[src/rtl/cpu_boot_pkg.sv]
package cpu_boot_pkg;

    typedef enum logic [1:0] {
        SLOT_HALTED  = 2'd0,
        SLOT_LAUNCH  = 2'd1,
        SLOT_RUNNING = 2'd2
    } slot_state_t;

    localparam logic [7:0] OP_LOAD_PC = 8'h04;
    localparam logic [7:0] OP_RELEASE = 8'h02;

endpackage

[src/rtl/boot_cmd_decode.sv]
module boot_cmd_decode
    import cpu_boot_pkg::*;
#(
    parameter int                N_CPU = 4,
    parameter int                AW    = 32,
    parameter int                DW    = 32,
    parameter int                RAW   = 12,
    parameter logic [RAW-1:0]    BASE  = 12'h200
) (
    input  logic             clk,
    input  logic             rst_n,
    input  logic             wr_en,
    input  logic [RAW-1:0]   wr_addr,
    input  logic [DW-1:0]    wr_data,
    output logic [AW-1:0]    param_q,
    output logic [N_CPU-1:0] load_stb,
    output logic [N_CPU-1:0] release_stb
);

    localparam logic [RAW-1:0] CMD_ADDR   = BASE;
    localparam logic [RAW-1:0] PARAM_ADDR = BASE + RAW'(1);

    logic       cmd_hit;
    logic       param_hit;
    logic [7:0] opcode;
    logic [7:0] target;

    assign cmd_hit   = wr_en && (wr_addr == CMD_ADDR);
    assign param_hit = wr_en && (wr_addr == PARAM_ADDR);
    assign opcode    = wr_data[7:0];
    assign target    = wr_data[15:8];

    always_ff @(posedge clk or negedge rst_n) begin
        if (!rst_n) begin
            param_q <= '0;
        end else if (param_hit) begin
            param_q <= wr_data[AW-1:0];
        end
    end

    for (genvar i = 0; i < N_CPU; i++) begin : g_strobe
        localparam logic [7:0] MY_IDX = 8'(i);
        assign load_stb[i]    = cmd_hit && (target == MY_IDX) && (opcode == OP_LOAD_PC);
        assign release_stb[i] = cmd_hit && (target == MY_IDX) && (opcode == OP_RELEASE);
    end

    // the parameter register only moves on a write to its own address
    p_param_only_on_hit_r2: assert property (@(posedge clk) disable iff (!rst_n)
        !param_hit |=> $stable(param_q));

endmodule

[src/rtl/boot_slot.sv]
module boot_slot
    import cpu_boot_pkg::*;
#(
    parameter int AW            = 32,
    parameter bit START_RUNNING = 1'b0
) (
    input  logic          clk,
    input  logic          rst_n,
    input  logic          load_stb,
    input  logic          release_stb,
    input  logic [AW-1:0] param_q,
    output logic          run,
    output logic          start_pulse,
    output logic [AW-1:0] start_pc
);

    localparam slot_state_t RESET_STATE = START_RUNNING ? SLOT_RUNNING : SLOT_HALTED;

    slot_state_t   state_q;
    slot_state_t   state_d;
    logic [AW-1:0] stored_pc;
    logic [AW-1:0] launch_pc;

    // Next-state logic
    always_comb begin
        state_d = state_q;
        unique case (state_q)
            SLOT_HALTED:  if (release_stb) state_d = SLOT_LAUNCH;
            SLOT_LAUNCH:  state_d = SLOT_RUNNING;
            SLOT_RUNNING: state_d = SLOT_RUNNING;
            default:      state_d = SLOT_HALTED;
        endcase
    end

    // State register and address storage
    always_ff @(posedge clk or negedge rst_n) begin
        if (!rst_n) begin
            state_q   <= RESET_STATE;
            stored_pc <= '0;
            launch_pc <= '0;
        end else begin
            state_q <= state_d;
            if (load_stb) begin
                stored_pc <= param_q;
            end
            if (state_q == SLOT_HALTED && state_d == SLOT_LAUNCH) begin
                launch_pc <= stored_pc;
            end
        end
    end

    // Outputs
    always_comb begin
        run         = 1'b0;
        start_pulse = 1'b0;
        start_pc    = launch_pc;
        unique case (state_q)
            SLOT_HALTED: begin
                start_pc = stored_pc;
            end
            SLOT_LAUNCH: begin
                run         = 1'b1;
                start_pulse = 1'b1;
            end
            SLOT_RUNNING: begin
                run = 1'b1;
            end
            default: begin
                run = 1'b0;
            end
        endcase
    end

    // a start pulse never lasts two cycles
    p_pulse_single_r5: assert property (@(posedge clk) disable iff (!rst_n)
        start_pulse |=> !start_pulse);

    // run rises only together with a start pulse
    p_rise_with_pulse_r4: assert property (@(posedge clk) disable iff (!rst_n)
        $rose(run) |-> start_pulse);

    // a pulse only accompanies a fresh release
    p_pulse_on_rise_r5: assert property (@(posedge clk) disable iff (!rst_n)
        start_pulse |-> $rose(run));

    // run is sticky
    p_run_sticky_r8: assert property (@(posedge clk) disable iff (!rst_n)
        run |=> run);

    // address output frozen once running
    p_pc_hold_r6: assert property (@(posedge clk) disable iff (!rst_n)
        run |=> $stable(start_pc));

endmodule

[src/rtl/cpu_boot_ctrl.sv]
module cpu_boot_ctrl
    import cpu_boot_pkg::*;
#(
    parameter int             N_CPU = 4,
    parameter int             AW    = 32,
    parameter int             DW    = 32,
    parameter int             RAW   = 12,
    parameter logic [RAW-1:0] BASE  = 12'h200
) (
    input  logic                clk,
    input  logic                rst_n,
    input  logic                reg_wr_en,
    input  logic [RAW-1:0]      reg_wr_addr,
    input  logic [DW-1:0]       reg_wr_data,
    output logic [N_CPU-1:0]    core_run,
    output logic [N_CPU-1:0]    core_start_pulse,
    output logic [N_CPU*AW-1:0] core_start_pc
);

    logic [AW-1:0]    param_q;
    logic [N_CPU-1:0] load_stb;
    logic [N_CPU-1:0] release_stb;

    boot_cmd_decode #(
        .N_CPU (N_CPU),
        .AW    (AW),
        .DW    (DW),
        .RAW   (RAW),
        .BASE  (BASE)
    ) u_decode (
        .clk         (clk),
        .rst_n       (rst_n),
        .wr_en       (reg_wr_en),
        .wr_addr     (reg_wr_addr),
        .wr_data     (reg_wr_data),
        .param_q     (param_q),
        .load_stb    (load_stb),
        .release_stb (release_stb)
    );

    for (genvar i = 0; i < N_CPU; i++) begin : g_slot
        boot_slot #(
            .AW            (AW),
            .START_RUNNING (i == 0)
        ) u_slot (
            .clk         (clk),
            .rst_n       (rst_n),
            .load_stb    (load_stb[i]),
            .release_stb (release_stb[i]),
            .param_q     (param_q),
            .run         (core_run[i]),
            .start_pulse (core_start_pulse[i]),
            .start_pc    (core_start_pc[i*AW +: AW])
        );
    end

    // no write, no pulse on any core
    p_no_pulse_without_cmd_r7: assert property (@(posedge clk) disable iff (!rst_n)
        !reg_wr_en |=> (core_start_pulse == '0));

endmodule

[config.mk]
export PLATFORM = sky130hd
export DESIGN_NAME = cpu_boot_ctrl
export DESIGN_NICKNAME = d
export VERILOG_FILES = /design/src/rtl/cpu_boot_pkg.sv /design/src/rtl/boot_cmd_decode.sv /design/src/rtl/boot_slot.sv /design/src/rtl/cpu_boot_ctrl.sv
export SDC_FILE = /design/constraint.sdc
export NUM_CORES = 1
export LEC_CHECK = 0
export BUFFER_PORTS_ARGS = -buffer_cell sky130_fd_sc_hd__buf_2
export CAP_MARGIN = 20
export CORE_ASPECT_RATIO = 0.6
export CORE_MARGIN = 5
export CORE_UTILIZATION = 59
export DETAILED_ROUTE_END_ITERATION = 8
export PLACE_DENSITY_LB_ADDON = 0.2
export SETUP_SLACK_MARGIN = 0.02
export SYNTH_ARGS = -nofsm -noshare
export SYNTH_HDL_FRONTEND = slang
export SYNTH_SLANG_ARGS = --single-unit
[constraint.sdc]
create_clock -name clk -period 2.5 [get_ports clk]
set_input_delay 0.25 -clock clk [delete_from_list [all_inputs] [get_ports clk]]
set_output_delay 0.25 -clock clk [all_outputs]
set_load 0.005 [all_outputs]
=== Word-level counts from Yosys, hierarchy flattened ===
Cells that the tools add are included.

* Register bits after elaboration: 296
* Input bits: 47
* Output and inout port bits: 136
* Logic and storage cells: 79

* Equal/unequal tests: 19
* Mux-type cells: 20
* Reductions and logical operators: 27

{| class="wikitable"
|+ Operators with widths
! kind !! count
|-
| two-way mux 32 bit || 4
|-
| equality test 12 x 10 -> 1 bit, second input constant || 2
|-
| equality test 8 x 2 -> 1 bit, second input constant || 3
|-
| logical AND 1 bit || 18
|-
| equality test 2 x 1 -> 1 bit, second input constant || 8
|-
| one-hot mux 2 bit (2 select lines) || 4
|-
| equality test 2 bit, second input constant || 4
|-
| equality test 8 x 1 -> 1 bit, second input constant || 1
|-
| equality test 8 x 3 -> 1 bit, second input constant || 1
|-
| logical NOT 2 bit || 4
|-
| logical NOT 8 bit || 1
|-
| two-way mux 1 bit || 8
|-
| two-way mux 2 bit || 4
|-
| OR reduction 2 bit || 4
|}

=== Logic depth before layout (Yosys ltp) ===
* Depth after elaboration: 8
* Mapped depth: 9
* Mapped depth without buffers: 6

=== By module ===
A second synthesis with hierarchy kept.

* Cells, all modules: 812
* Area, all modules: 13518.0 sq um

{| class="wikitable"
|+ By module, submodules not included
! module !! instances !! cells an instance !! area an instance (sq um) !! sequential area each (sq um)
|-
| boot_slot (g_slot[1].u_slot ...) || 3 || 180 || 2996.6 || 1651.6
|-
| boot_slot (g_slot[0].u_slot) || 1 || 180 || 2997.9 || 1652.8
|-
| boot_cmd_decode || 1 || 92 || 1530.2 || 800.8
|}

=== Least setup slack after synthesis ===
Ideal clock, no wire load.

* Path kind: register -> register
* Start point: register g_slot[0].u_slot.state_q[1]
* End point: register g_slot[0].u_slot.launch_pc[10]
* Library setup time: 0.146 ns
* Data arrival time: 2.046 ns
* Data required time: 2.354 ns
* Setup slack: 0.308 ns
* Cell stages (with the launch flop): 10
* Buffers on the path: 3
* Period minus slack after synthesis: 2.192 ns
* Cell sequence: dfstp_2 inv_1 ha_1 clkbuf_1 nand2b_1 a211o_1 clkbuf_1 buf_1 mux2i_1 mux2i_1

* Cells in the longest elaborated chain, start to end: 5
* Elaborated cells between the ends (all ways): 8
* Those cells by class: 3 x eq/ne; 2 x mux; 3 x reduce/logical

{| class="wikitable"
|+ Ends and longest elaborated chain
! what !! line !! source
|-
| start: declaration || boot_slot.sv:19 || <nowiki>slot_state_t state_q;</nowiki>
|-
| start signal: assignment || boot_slot.sv:42 || <nowiki>state_q <= state_d;</nowiki>
|-
| equality test 2 bit or equality test 2 x 1 -> 1 bit (tied branches) || boot_slot.sv:27 || <nowiki>unique case (state_q)</nowiki>
|-
| OR reduction 2 bit (no line) || n/a ||
|-
| one-hot mux 2 bit (2 select lines) || boot_slot.sv:27 ||
|-
| equality test 2 x 1 -> 1 bit || boot_slot.sv:46 || <nowiki>if (state_q == SLOT_HALTED && state_d == SLOT_LAUNCH) begin</nowiki>
|-
| logical AND 1 bit * || boot_slot.sv:46 ||
|-
| end signal: assignment || boot_slot.sv:47 || <nowiki>launch_pc <= stored_pc;</nowiki>
|-
| end: declaration || boot_slot.sv:22 || <nowiki>logic [AW-1:0] launch_pc;</nowiki>
|}

Mark *: on every way between the ends. The rest lies on a longest branch, timed or not.
A chain may end at the register's enable or synchronous reset.

=== Final worst setup path ===
* Start point: register g_slot[1].u_slot.state_q[0]
* End point: output port core_start_pc[63]

* Cells in the longest elaborated chain, start to end: 2

{| class="wikitable"
|+ Ends and longest elaborated chain
! what !! line !! source
|-
| start: declaration || boot_slot.sv:19 ||
|-
| start signal: assignment || boot_slot.sv:42 ||
|-
| logical NOT 2 bit || boot_slot.sv:57 || <nowiki>unique case (state_q)</nowiki>
|-
| two-way mux 32 bit || boot_slot.sv:57 ||
|-
| end: declaration || cpu_boot_ctrl.sv:17 || <nowiki>output logic [N_CPU*AW-1:0] core_start_pc</nowiki>
|}

Every way passes these cells.

==> run_results.csv <==
group,metric,value,unit
critical_path,start_kind,"flop",
sta,worst_slack,0.0921,ns
cts,cts-buffers-inserted,29,
global_routing,grt_start_max_net_pins,76,
global_routing,antenna_found_initial,4,
global_routing,gr-total-overflow,0,
pwr,p_int,7710,uW
cts,htree_levels,1,
detailed_routing,via_per_inst,5.85,
placement,dp_slack,0.178,ns
yosys,yosysWarnings,0,
detailed_routing,drt_pre_antenna_iters,4,
finish,area_growth,18.0,%
detailed_routing,wl_per_cell,23.0,um
placement,gp_congestion,0.806,
cts,clock-sinks,296,
worst_hold_path,hold_depth,2,
critical_path,cp-end-kind,"output port",
yosys,synth_cell_types,32,
yosys,synthCells,1115,
global_routing,grt_use_total,0.260,
detailed_routing,ant_nets,0,
yosys,ys_ff_latch,296,
placement,placedCellCount,1605,
yosys,netlist_area,15500,um^2
yosys,syn-num-nets,1174,
cts,postCtsSetupRepairBufs,0,
yosys,synth_area_per_cell,13.9,um^2
floorplanning,dieArea,29800,um^2
sta,tightestPinTransition,0.648,ns
pwr,power_density,536,nW/um^2
pwr,p_switching,2110,uW
pwr,swShare,0.215,
sta,hold_violations,0,
placement,io_buffers,182,
cts,root_buffer,"clkbuf_16",
detailed_routing,drcViolationCount,0,
global_routing,grt_pass1_vias,10500,
floorplanning,coreArea,26200,um^2
sta,post-route-min-period,2.41,ns
floorplanning,initial_core_util,0.593,
cts,cts_tree,"done",
yosys,seq_area_frac_synth,0.477,
pwr,power_frac_comb,0.032,
detailed_routing,vias,9875,
run_status,status,"finished clean",
sta,relSlewSlack,0.568,
floorplanning,fp.dieH,136,um
sta,max_freq,415,MHz
pwr,p_clk_frac,0.480,
finish,final_nets,1367,
sta,setup_tns,0,ns
sta,period_share,0.963,
cts,clockBufferDepth,3,
detailed_routing,drtIter0Drc,496,
sta,fin_skew,0.0136,ns
sta,whs,0.0177,ns
floorplanning,chipWidth,219,um
critical_path,cp_max_fo,33,
pwr,vdd_ir_drop_max,477,uV
placement,dp_hpwl,25.2,mm
finish,drive_gt1_frac,0.360,
sta,setup_violations,0,
cts,clock_latency,0.54,ns
finish,fin_cells,1689,
run,drv_cap,0,
cts,path_clk_slew,0.06,ns
pwr,leakagePower,0.00941,uW
placement,placed_area,16900,um^2
critical_path,required,2.25,ns
floorplanning,rows,46,
finish,final_cell_area,18300,um^2
pwr,power_frac_seq,0.488,
finish,diodes,0,
worst_hold_path,hold_class,"in2reg",
sta,rsz0062_at_grt,"false",
critical_path,arrival,2.16,ns
critical_path,reg2reg_depth,7,
detailed_routing,drt_wl_total,38.8,mm
global_routing,grt_first_pass_wirelength,60.9,mm
critical_path,crit_type,"reg2out",
floorplanning,io_pins,183,
sta,final_max_slew_viol_count,0,
==> flip-flops by register name (all words and copies together) (netlist names) <==
signal,cells
g_slot.u_slot.launch_pc,128
g_slot.u_slot.stored_pc,128
u_decode.param_q,32
g_slot.u_slot.state_q,8
==> critical path, stage by stage, from the launching register on <==
cell     delay [ns]
dfrtp_1        0.43
inv_1          0.11
ha_1           0.18
buf_6          0.33
mux2_2         0.43
buf_2          0.14
==> per-stage QoR <==
| step | util | total power, uW |
|---|---|---|
| global placement | 0.646 | 5160 |
| floorplan | - | 4980 |
| finish | 0.700 | 9820 |
| CTS | 0.697 | 9890 |
| global route | 0.700 | 10100 |
| detailed placement | 0.646 | 5160 |
==> placed cells by master (no fill, tap or decap), drive strengths merged <==
master       count
nor4b            2
nor4            10
nor2             1
mux2i          384
o211a            2
dfrtp          295
nand2b           6
nor3b            2
a211o            1
inv             10
nand4            3
mux2           288
and4             1
a21bo            2
buf            213
bufinv           5
nand3            1
clkinv           5
or2              3
nand2            1
o22ai            1
dfstp            1
and2             2
ha              12
o31ai            1
clkbuf          40
clkinvlp         3
dlygate4sd3     30
nor3             3
a211oi           1
==> power by group through the flow <==
stage | clock network (uW) | registers (uW) | logic, uW
after global routing | 4980 | 4790 | 349
after CTS | 4770 | 4800 | 318
after floorplan | 0 | 4880 | 94.5
final | 4710 | 4800 | 316
after detailed placement | 0 | 4890 | 278
after global placement | 0 | 4890 | 273
==> area by class of cell <==
type / count / area, um^2
well taps: 360 / 450
inverters: 10 / 37.5
flip-flops and latches: 296 / 7410
fillers: 1853 / 7870
clock buffers: 39 / 813
repair buffers: 244 / 1700
clock inverters: 13 / 201
multi-input cells: 727 / 7700
==> cells in the mapped netlist (all sizes together) <==
cell      n  area, um^2
and4      1        8.76
o211a     2        20.0
mux2i   384        3840
and2      2        12.5
nor3b     2        15.0
nand4     3        33.8
o31ai     1        7.51
mux2    288        3240
or2       3        18.8
dfstp     1        26.3
inv      10        37.5
nor3      3        15.0
nand2b    6        37.5
o22ai     1        6.26
clkbuf   26        97.6
nor4b     2        47.6
a211oi    1        7.51
nor4     10         150
buf      56         313
a21bo     2        20.0
nand2     1        3.75
nand3     1        10.0
a211o     1        8.76
nor2      1        3.75
dfrtp   295        7380
ha       12         150
==> kinds of logic after synthesis <==
| family | synth area share |
|---|---|
| AOI/OAI and AO/OA | 0.00452 |
| adders and majority gates | 0.00967 |
| buffers and inverters | 0.0289 |
| DFF | 0.477 |
| muxes | 0.457 |
| and+or+nand+nor | 0.0230 |
==> timing repair <==
item	in CTS	in global routing
setup endpoints to repair	62	66
gates resized for setup	5	6
endpoints found under the hold margin	85	0
hold buffers	30	0
gates cloned	0	1
==> routing by layer <==
layer / track usage / part of all wire
met5: 0 / 0
met2: 0.396 / 0.45
met1: 0.399 / 0.48
met4: 0.0495 / 0.019
met3: 0.0395 / 0.058
==> worst paths after layout <==
path / startpoint / to / slack [ns]
worst max-delay path: g_slot[1].u_slot.state_q[0]$_DFF_PN0_ / core_start_pc[63] / 0.09
worst min-delay path: reg_wr_data[15] / u_decode.param_q[15]$_DFFE_PN0P_ / 0.02
worst max register to register: g_slot[1].u_slot.state_q[0]$_DFF_PN0_ / g_slot[1].u_slot.launch_pc[27]$_DFFE_PN0P_ / 0.32
worst min register to register: g_slot[0].u_slot.stored_pc[3]$_DFFE_PN0P_ / g_slot[0].u_slot.stored_pc[3]$_DFFE_PN0P_ / 0.54
max in group asynchronous: rst_n / g_slot[0].u_slot.launch_pc[14]$_DFFE_PN0P_ / 1.45
min in group asynchronous: rst_n / g_slot[0].u_slot.stored_pc[3]$_DFFE_PN0P_ / 0.23
(Power assumes the default switching activity.)
